--- src/rtl/tap_pkg.sv ---
package tap_pkg;

  typedef enum logic [3:0] {
    S_RESET,  S_IDLE,
    S_SEL_DR, S_CAP_DR, S_SH_DR, S_EX1_DR, S_PAU_DR, S_EX2_DR, S_UPD_DR,
    S_SEL_IR, S_CAP_IR, S_SH_IR, S_EX1_IR, S_PAU_IR, S_EX2_IR, S_UPD_IR
  } tap_state_t;

  typedef enum logic [2:0] {
    K_EXTEST, K_SAMPLE, K_IDCODE, K_HIGHZ, K_BYPASS
  } instr_t;

  localparam int                IR_W        = 3;
  localparam logic [IR_W-1:0]   OP_IDENTIFY = 3'b010;
  localparam logic [IR_W-1:0]   IR_CAPTURE  = 3'b001;

endpackage

--- src/rtl/tap_fsm.sv ---
module tap_fsm
  import tap_pkg::*;
#(
  parameter int RESET_RUN = 5
) (
  input  logic       tck,
  input  logic       rst_n,
  input  logic       comp_en,
  input  logic       tms,
  output tap_state_t state
);

  localparam int CW = $clog2(RESET_RUN + 1);

  tap_state_t state_d;
  logic [CW-1:0] ones_q, ones_d;

  always_comb begin
    state_d = state;
    unique case (state)
      S_RESET:  state_d = tms ? S_RESET  : S_IDLE;
      S_IDLE:   state_d = tms ? S_SEL_DR : S_IDLE;
      S_SEL_DR: state_d = tms ? S_SEL_IR : S_CAP_DR;
      S_CAP_DR: state_d = tms ? S_EX1_DR : S_SH_DR;
      S_SH_DR:  state_d = tms ? S_EX1_DR : S_SH_DR;
      S_EX1_DR: state_d = tms ? S_UPD_DR : S_PAU_DR;
      S_PAU_DR: state_d = tms ? S_EX2_DR : S_PAU_DR;
      S_EX2_DR: state_d = tms ? S_UPD_DR : S_SH_DR;
      S_UPD_DR: state_d = tms ? S_SEL_DR : S_IDLE;
      S_SEL_IR: state_d = tms ? S_RESET  : S_CAP_IR;
      S_CAP_IR: state_d = tms ? S_EX1_IR : S_SH_IR;
      S_SH_IR:  state_d = tms ? S_EX1_IR : S_SH_IR;
      S_EX1_IR: state_d = tms ? S_UPD_IR : S_PAU_IR;
      S_PAU_IR: state_d = tms ? S_EX2_IR : S_PAU_IR;
      S_EX2_IR: state_d = tms ? S_UPD_IR : S_SH_IR;
      S_UPD_IR: state_d = tms ? S_SEL_DR : S_IDLE;
      default:  state_d = S_RESET;
    endcase
    if (!comp_en) state_d = S_RESET;
  end

  always_comb begin
    ones_d = '0;
    if (tms) ones_d = (ones_q == CW'(RESET_RUN)) ? ones_q : ones_q + 1'b1;
  end

  always_ff @(posedge tck or negedge rst_n) begin
    if (!rst_n) begin
      state  <= S_RESET;
      ones_q <= '0;
    end else begin
      state  <= state_d;
      ones_q <= ones_d;
    end
  end

  assert_five_ones_R2: assert property (@(posedge tck) disable iff (!rst_n)
    (ones_q == CW'(RESET_RUN)) |-> (state == S_RESET));

  assert_comp_hold_R10: assert property (@(posedge tck) disable iff (!rst_n)
    !comp_en |=> (state == S_RESET));

endmodule

--- src/rtl/tap_ir.sv ---
module tap_ir
  import tap_pkg::*;
(
  input  logic       tck,
  input  logic       rst_n,
  input  tap_state_t state,
  input  logic       tdi,
  output logic       ir_so,
  output instr_t     instr
);

  logic [IR_W-1:0] sh_q, sh_d;
  logic [IR_W-1:0] cur_q, cur_d;

  always_comb begin
    sh_d = sh_q;
    if (state == S_CAP_IR)     sh_d = IR_CAPTURE;
    else if (state == S_SH_IR) sh_d = {tdi, sh_q[IR_W-1:1]};
  end

  always_ff @(posedge tck or negedge rst_n) begin
    if (!rst_n) sh_q <= IR_CAPTURE;
    else        sh_q <= sh_d;
  end

  always_comb begin
    cur_d = cur_q;
    if (state == S_RESET)       cur_d = OP_IDENTIFY;
    else if (state == S_UPD_IR) cur_d = sh_q;
  end

  always_ff @(negedge tck or negedge rst_n) begin
    if (!rst_n) cur_q <= OP_IDENTIFY;
    else        cur_q <= cur_d;
  end

  always_comb begin
    unique case (cur_q)
      3'b000, 3'b011: instr = K_EXTEST;
      3'b001:         instr = K_SAMPLE;
      3'b010:         instr = K_IDCODE;
      3'b100, 3'b110: instr = K_HIGHZ;
      default:        instr = K_BYPASS;
    endcase
  end

  assign ir_so = sh_q[0];

  assert_ir_capture_R3: assert property (@(posedge tck) disable iff (!rst_n)
    (state == S_CAP_IR) |=> (sh_q[1:0] == 2'b01));

endmodule

--- src/rtl/tap_dr.sv ---
module tap_dr
  import tap_pkg::*;
#(
  parameter int          ID_W     = 32,
  parameter logic [31:0] ID_VALUE = 32'h05B0503F
) (
  input  logic       tck,
  input  logic       rst_n,
  input  tap_state_t state,
  input  instr_t     instr,
  input  logic       tdi,
  input  logic       bsr_so,
  output logic       bsr_sel,
  output logic       dr_so
);

  localparam logic [ID_W-1:0] ID_INIT = ID_W'(ID_VALUE);

  logic            byp_q, byp_d;
  logic [ID_W-1:0] id_q, id_d;
  logic            id_sel, byp_sel;

  assign bsr_sel = (instr == K_EXTEST) || (instr == K_SAMPLE);
  assign id_sel  = (instr == K_IDCODE);
  assign byp_sel = !bsr_sel && !id_sel;

  always_comb begin
    byp_d = byp_q;
    if (byp_sel && state == S_CAP_DR)     byp_d = 1'b0;
    else if (byp_sel && state == S_SH_DR) byp_d = tdi;
  end

  always_comb begin
    id_d = id_q;
    if (id_sel && state == S_CAP_DR)     id_d = ID_INIT;
    else if (id_sel && state == S_SH_DR) id_d = {tdi, id_q[ID_W-1:1]};
  end

  always_ff @(posedge tck or negedge rst_n) begin
    if (!rst_n) begin
      byp_q <= 1'b0;
      id_q  <= ID_INIT;
    end else begin
      byp_q <= byp_d;
      id_q  <= id_d;
    end
  end

  always_comb begin
    if (bsr_sel)     dr_so = bsr_so;
    else if (id_sel) dr_so = id_q[0];
    else             dr_so = byp_q;
  end

  assert_bypass_cap_R5: assert property (@(posedge tck) disable iff (!rst_n)
    (byp_sel && state == S_CAP_DR) |=> (byp_q == 1'b0));

  assert_id_cap_R6: assert property (@(posedge tck) disable iff (!rst_n)
    (id_sel && state == S_CAP_DR) |=> (id_q == ID_INIT));

endmodule

--- src/rtl/tap_ctrl.sv ---
module tap_ctrl
  import tap_pkg::*;
#(
  parameter int          SYNC_STAGES = 2,
  parameter int          ID_W        = 32,
  parameter logic [31:0] ID_VALUE    = 32'h05B0503F
) (
  input  logic tck,
  input  logic tms,
  input  logic tdi,
  input  logic trst_n,
  input  logic comp_en,
  output logic tdo,
  output logic tdo_oe,
  output logic mode_extest,
  output logic mode_sample,
  output logic mode_highz,
  output logic bsr_capture,
  output logic bsr_shift,
  output logic bsr_update,
  output logic bsr_si,
  input  logic bsr_so
);

  logic [SYNC_STAGES-1:0] rst_sync_q;
  logic                   rst_n;

  always_ff @(posedge tck or negedge trst_n) begin
    if (!trst_n) rst_sync_q <= '0;
    else         rst_sync_q <= {rst_sync_q[SYNC_STAGES-2:0], 1'b1};
  end
  assign rst_n = rst_sync_q[SYNC_STAGES-1];

  tap_state_t state;
  instr_t     instr;
  logic       ir_so, dr_so, bsr_sel;
  logic       tdo_d, oe_d, tdo_q, oe_q;

  tap_fsm #(.RESET_RUN(5)) i_fsm (
    .tck(tck), .rst_n(rst_n), .comp_en(comp_en), .tms(tms), .state(state)
  );

  tap_ir i_ir (
    .tck(tck), .rst_n(rst_n), .state(state), .tdi(tdi),
    .ir_so(ir_so), .instr(instr)
  );

  tap_dr #(.ID_W(ID_W), .ID_VALUE(ID_VALUE)) i_dr (
    .tck(tck), .rst_n(rst_n), .state(state), .instr(instr), .tdi(tdi),
    .bsr_so(bsr_so), .bsr_sel(bsr_sel), .dr_so(dr_so)
  );

  always_comb begin
    oe_d  = comp_en && (state == S_SH_IR || state == S_SH_DR);
    tdo_d = (state == S_SH_IR) ? ir_so : dr_so;
  end

  always_ff @(negedge tck or negedge rst_n) begin
    if (!rst_n) begin
      tdo_q <= 1'b0;
      oe_q  <= 1'b0;
    end else begin
      tdo_q <= tdo_d;
      oe_q  <= oe_d;
    end
  end

  assign tdo         = tdo_q;
  assign tdo_oe      = oe_q && comp_en;
  assign mode_extest = comp_en && (instr == K_EXTEST);
  assign mode_sample = comp_en && (instr == K_SAMPLE);
  assign mode_highz  = comp_en && (instr == K_HIGHZ);
  assign bsr_capture = comp_en && bsr_sel && (state == S_CAP_DR);
  assign bsr_shift   = comp_en && bsr_sel && (state == S_SH_DR);
  assign bsr_update  = comp_en && bsr_sel && (state == S_UPD_DR);
  assign bsr_si      = tdi;

  assert_mode_onehot_R4: assert property (@(posedge tck) disable iff (!rst_n)
    $onehot0({mode_extest, mode_sample, mode_highz}));

  assert_oe_shift_R9: assert property (@(posedge tck) disable iff (!rst_n)
    tdo_oe |-> (state == S_SH_IR || state == S_SH_DR));

  assert_strobe_sel_R7: assert property (@(posedge tck) disable iff (!rst_n)
    (bsr_capture || bsr_shift || bsr_update) |-> (mode_extest || mode_sample));

endmodule

--- config.mk ---
export PLATFORM = sky130hd
export DESIGN_NAME = tap_ctrl
export DESIGN_NICKNAME = d
export VERILOG_FILES = /design/src/rtl/tap_pkg.sv /design/src/rtl/tap_fsm.sv /design/src/rtl/tap_ir.sv /design/src/rtl/tap_dr.sv /design/src/rtl/tap_ctrl.sv
export SDC_FILE = /design/constraint.sdc
export NUM_CORES = 1
export LEC_CHECK = 0
export ABC_CLOCK_PERIOD_IN_PS = 2200
export BUFFER_PORTS_ARGS = -buffer_cell sky130_fd_sc_hd__buf_2
export CORE_MARGIN = 2
export CORE_UTILIZATION = 45
export DETAILED_ROUTE_END_ITERATION = 7
export HOLD_SLACK_MARGIN = 0.05
export PLACE_DENSITY_LB_ADDON = 0.1
export SLEW_MARGIN = 20
export SYNTH_ARGS = -nofsm -noshare
export SYNTH_HDL_FRONTEND = slang
export SYNTH_SLANG_ARGS = --single-unit
--- constraint.sdc ---
create_clock -name tck -period 2.2 [get_ports tck]
set_input_delay 0.11 -clock tck [delete_from_list [all_inputs] [get_ports tck]]
set_output_delay 0.11 -clock tck [all_outputs]
set_load 0.005 [all_outputs]
==> results.sh <==
export IMPL_critPathCaptureType="flop"
export IMPL_pre_cts_ws_ns=-0.378
export IMPL_syn_inst=229
export IMPL_min_path_type="in2reg"
export IMPL_netlist_top_cell_by_area="dfrtp_1"
export IMPL_dr_wl_met2_um=2430
export IMPL_cts_buffer_depth=2
export IMPL_netlist_top_cells_area="dfrtp_1 (29%), dfstp_2 (16%), mux2i_1 (7.5%)"
export IMPL_rows=26
export IMPL_drc_errors=0
export IMPL_core_area_um2=5140
export IMPL_cp_num_buf_inv=2
export IMPL_area_growth_pct=32.2
export IMPL_grt_pass1_wl_um=8560
export IMPL_clk_insertion_delay_late_ns=0.35
export IMPL_drive_above_1_share_pct=43.8
export IMPL_synth_compound_area_share_pct=7.74
export IMPL_skew_ns=0.0550
export IMPL_max_stage_delay_ns=0.52
export IMPL_hold_viol=0
export IMPL_slew_viol_final=0
export IMPL_synth_fa_ha_area_share_pct=0
export IMPL_synth_xor_area_share_pct=0.363
export IMPL_synthDistinctLibCells=50
export IMPL_dr_total_vias=1724
export IMPL_grt_max_degree=16
export IMPL_irDropWorstVdd_mv=0.432
export IMPL_required_ns=2.40
export IMPL_synthArstFlopShare_pct=100
export IMPL_grt_ovfl_total=0
export IMPL_violations="setup timing"
export IMPL_dp_hpwl_um=3130
export IMPL_tritoncts="yes"
export IMPL_leakagePower_nw=1.48
export IMPL_postPlaceCellArea_um2=2690
export IMPL_cts_buffers=5
export IMPL_synth_edf_count=0
export IMPL_crit_chain="nor3b_2 > o21a_2 > buf_12 > buf_12 > mux2_4"
export IMPL_drt_met1_wl_um=2310
export IMPL_antenna_cells=0
export IMPL_outcome="complete, but fails checks"
export IMPL_io_buffers=14
export IMPL_synth_top_cell_area_share_pct=29.1
export IMPL_drt_iter0_drc=35
export IMPL_p_per_area_nw_per_um2=896
export IMPL_synth_simple_gate_area_share_pct=16.3
export IMPL_setup_viol=42
export IMPL_yosysSeqAreaShare_pct=49.6
export IMPL_cts_sinks=47
export IMPL_crit_family="flip-flops"
export IMPL_synth_flop_cell="dfrtp_1"
export IMPL_design_area_um2=3190
export IMPL_highest_layer="met4"
export IMPL_ios=15
export IMPL_dieArea_um2=5960
export IMPL_antenna_found_initial=0
export IMPL_tns_ns=-16.33
export IMPL_die_x_um=77.2
export IMPL_fin_nets=286
export IMPL_critical_path_arrival_ns=2.89
export IMPL_yosysWarnings=0
export IMPL_gr_usage_all_layers_pct=18.2
export IMPL_cts_clk_slew_worst_paths_ns=0.09
export IMPL_cts_root_buf="clkbuf_8"
export IMPL_first_pass_iters=4
export IMPL_wirelength_um=4910
export IMPL_synthMuxAreaShare_pct=16.4
export IMPL_rsz0062_at_grt="true"
export IMPL_wire_per_inst_um=14.0
export IMPL_crit_fanout=8
export IMPL_antenna_left=0
export IMPL_gp_congestion=0.804
export IMPL_synth_nets=235
export IMPL_synth_area_um2=2410
export IMPL_fin_ws_ns=-0.497
export IMPL_wl_met3_um=112
export IMPL_start_util_pct=46.9
export IMPL_synth_top_family_by_area="multiplexers"
export IMPL_vias_per_cell=4.91
export IMPL_worstSetupPathType="reg2reg"
export IMPL_critPathLaunchType="flop"
export IMPL_crit_slowest_cell="dfstp_2"
export IMPL_syn_area_per_cell_um2=10.5
export IMPL_fp_dieH_um=77.2
export IMPL_first_global_vias=1768
export IMPL_yosysMostFrequentCell="dfrtp_1"
export IMPL_utilization_pct=62.0
export IMPL_synth_seq_cells=47
export IMPL_synthTopCellsByCount="dfrtp_1 (28), nand2_1 (24), nor2_1 (24), inv_1 (23), mux2i_1 (18)"
export IMPL_crit_top_cell="buf_12"
export IMPL_ctsHtreeMaxLevel=2
export IMPL_drv_cap=0
[area by class of cell]
type | instances | area [um^2]
clock buffers | 6 | 82.6
clock inverters | 3 | 42.5
fillers | 451 | 1950
inverters | 23 | 86.3
multi-input cells | 139 | 1100
flip-flops and latches | 47 | 1200
well taps | 70 | 87.6
repair buffers | 63 | 589
[flip-flops by register name, indices dropped and copies added, names as in the netlist]
| register | cells |
|---|---|
| tdo | 1 |
| i_ir.sh_q | 3 |
| oe_q | 1 |
| rst_sync_q | 2 |
| i_dr.id_q | 32 |
| i_ir.cur_q | 3 |
| i_dr.byp_q | 1 |
| i_fsm.state | 4 |
[path summary, 6_finish.rpt]
path	from	end	slack, ns	depth (start not counted)
min	tdi	i_ir.sh_q[2]	0.08	3
min reg2reg	rst_sync_q[1]	i_ir.sh_q[2]	0.15	0
min in group asynchronous	trst_n	rst_sync_q[0]	0.11	2
max reg2reg	i_ir.cur_q[1]	i_dr.id_q[29]	-0.50	5
max in group asynchronous	rst_sync_q[1]	i_ir.cur_q[1]	0.71	0
max	i_ir.cur_q[1]	i_dr.id_q[29]	-0.50	5
[layer usage]
| layer | GRT usage (%) | vias to the layer above |
|---|---|---|
| met3 | 5.06 | 7 |
| met4 | 5.18 | 0 |
| met5 | 0 | - |
| li1 | - | 863 |
| met2 | 30.7 | 13 |
| met1 | 23.0 | 841 |
[power breakdown]
group	internal (mW)	switching, mW	leakage (nW)
logic	0.428	0.326	0.871
clock network	0.377	0.318	0.0671
registers	1.26	0.143	0.540
total	2.07	0.786	1.48
[through the flow]
step | hold WS [ns] | cells | power [mW]
after floorplan | -0.186 | 229 | 1.96
after global placement | -0.104 | 323 | 2.09
after detailed placement | -0.102 | 323 | 2.11
after CTS | 0.0644 | 350 | 2.86
after global routing | 0.0766 | 351 | 3.06
final | 0.0771 | 351 | 2.85
[cells in the final DEF (no fill, tap or decap), types with 3 or more instances in the layout]
| cell type | Yosys | final |
|---|---|---|
| dfrtp_1 | 28 | 25 |
| buf_4 | 2 | 25 |
| inv_1 | 23 | 23 |
| nand2_1 | 24 | 23 |
| nor2_1 | 24 | 22 |
| mux2i_1 | 18 | 18 |
| buf_6 | 3 | 17 |
| mux2_4 | 12 | 15 |
| dfstp_2 | 15 | 15 |
| buf_2 | 4 | 14 |
| clkbuf_8 | 0 | 6 |
| o21ai_0 | 4 | 4 |
| dfrtn_1 | 4 | 4 |
| o22ai_1 | 3 | 3 |
| a21oi_2 | 0 | 3 |
| nand2b_1 | 4 | 3 |
| a31oi_1 | 3 | 3 |
| a21oi_1 | 6 | 3 |
| nor4b_4 | 0 | 3 |
| dfrtp_2 | 0 | 3 |
| buf_12 | 2 | 3 |
[repair_timing]
| item | in CTS | in global routing |
|---|---|---|
| endpoints found under the hold margin | 2 | 0 |
| resized for setup | 32 | 14 |
| buffers inserted | 15 | 3 |
| endpoints found under the setup margin | 43 | 44 |
| gates cloned | 3 | 0 |
| hold buffers | 1 | 0 |
| pin swaps | 7 | 4 |
[logic make-up (layout without fill, tap and decap cells)]
family                 after synthesis  after routing
AND/OR/NAND/NOR                     76             76
flip-flops                          47             47
buffers and inverters               43             95
multiplexers                        33             33
AO/OA/AOI/OAI                       28             28
other                                1              1
XOR/XNOR                             1              1
[worst reg2reg max path, delay by kind of cell (launching register included)]
family	cells	cell delay (ns)
AO/OA/AOI/OAI	1	0.23
buffers and inverters	2	0.25
flip-flops	1	0.52
multiplexers	1	0.29
AND/OR/NAND/NOR	1	0.15
Power figures use the tool's default switching activity.
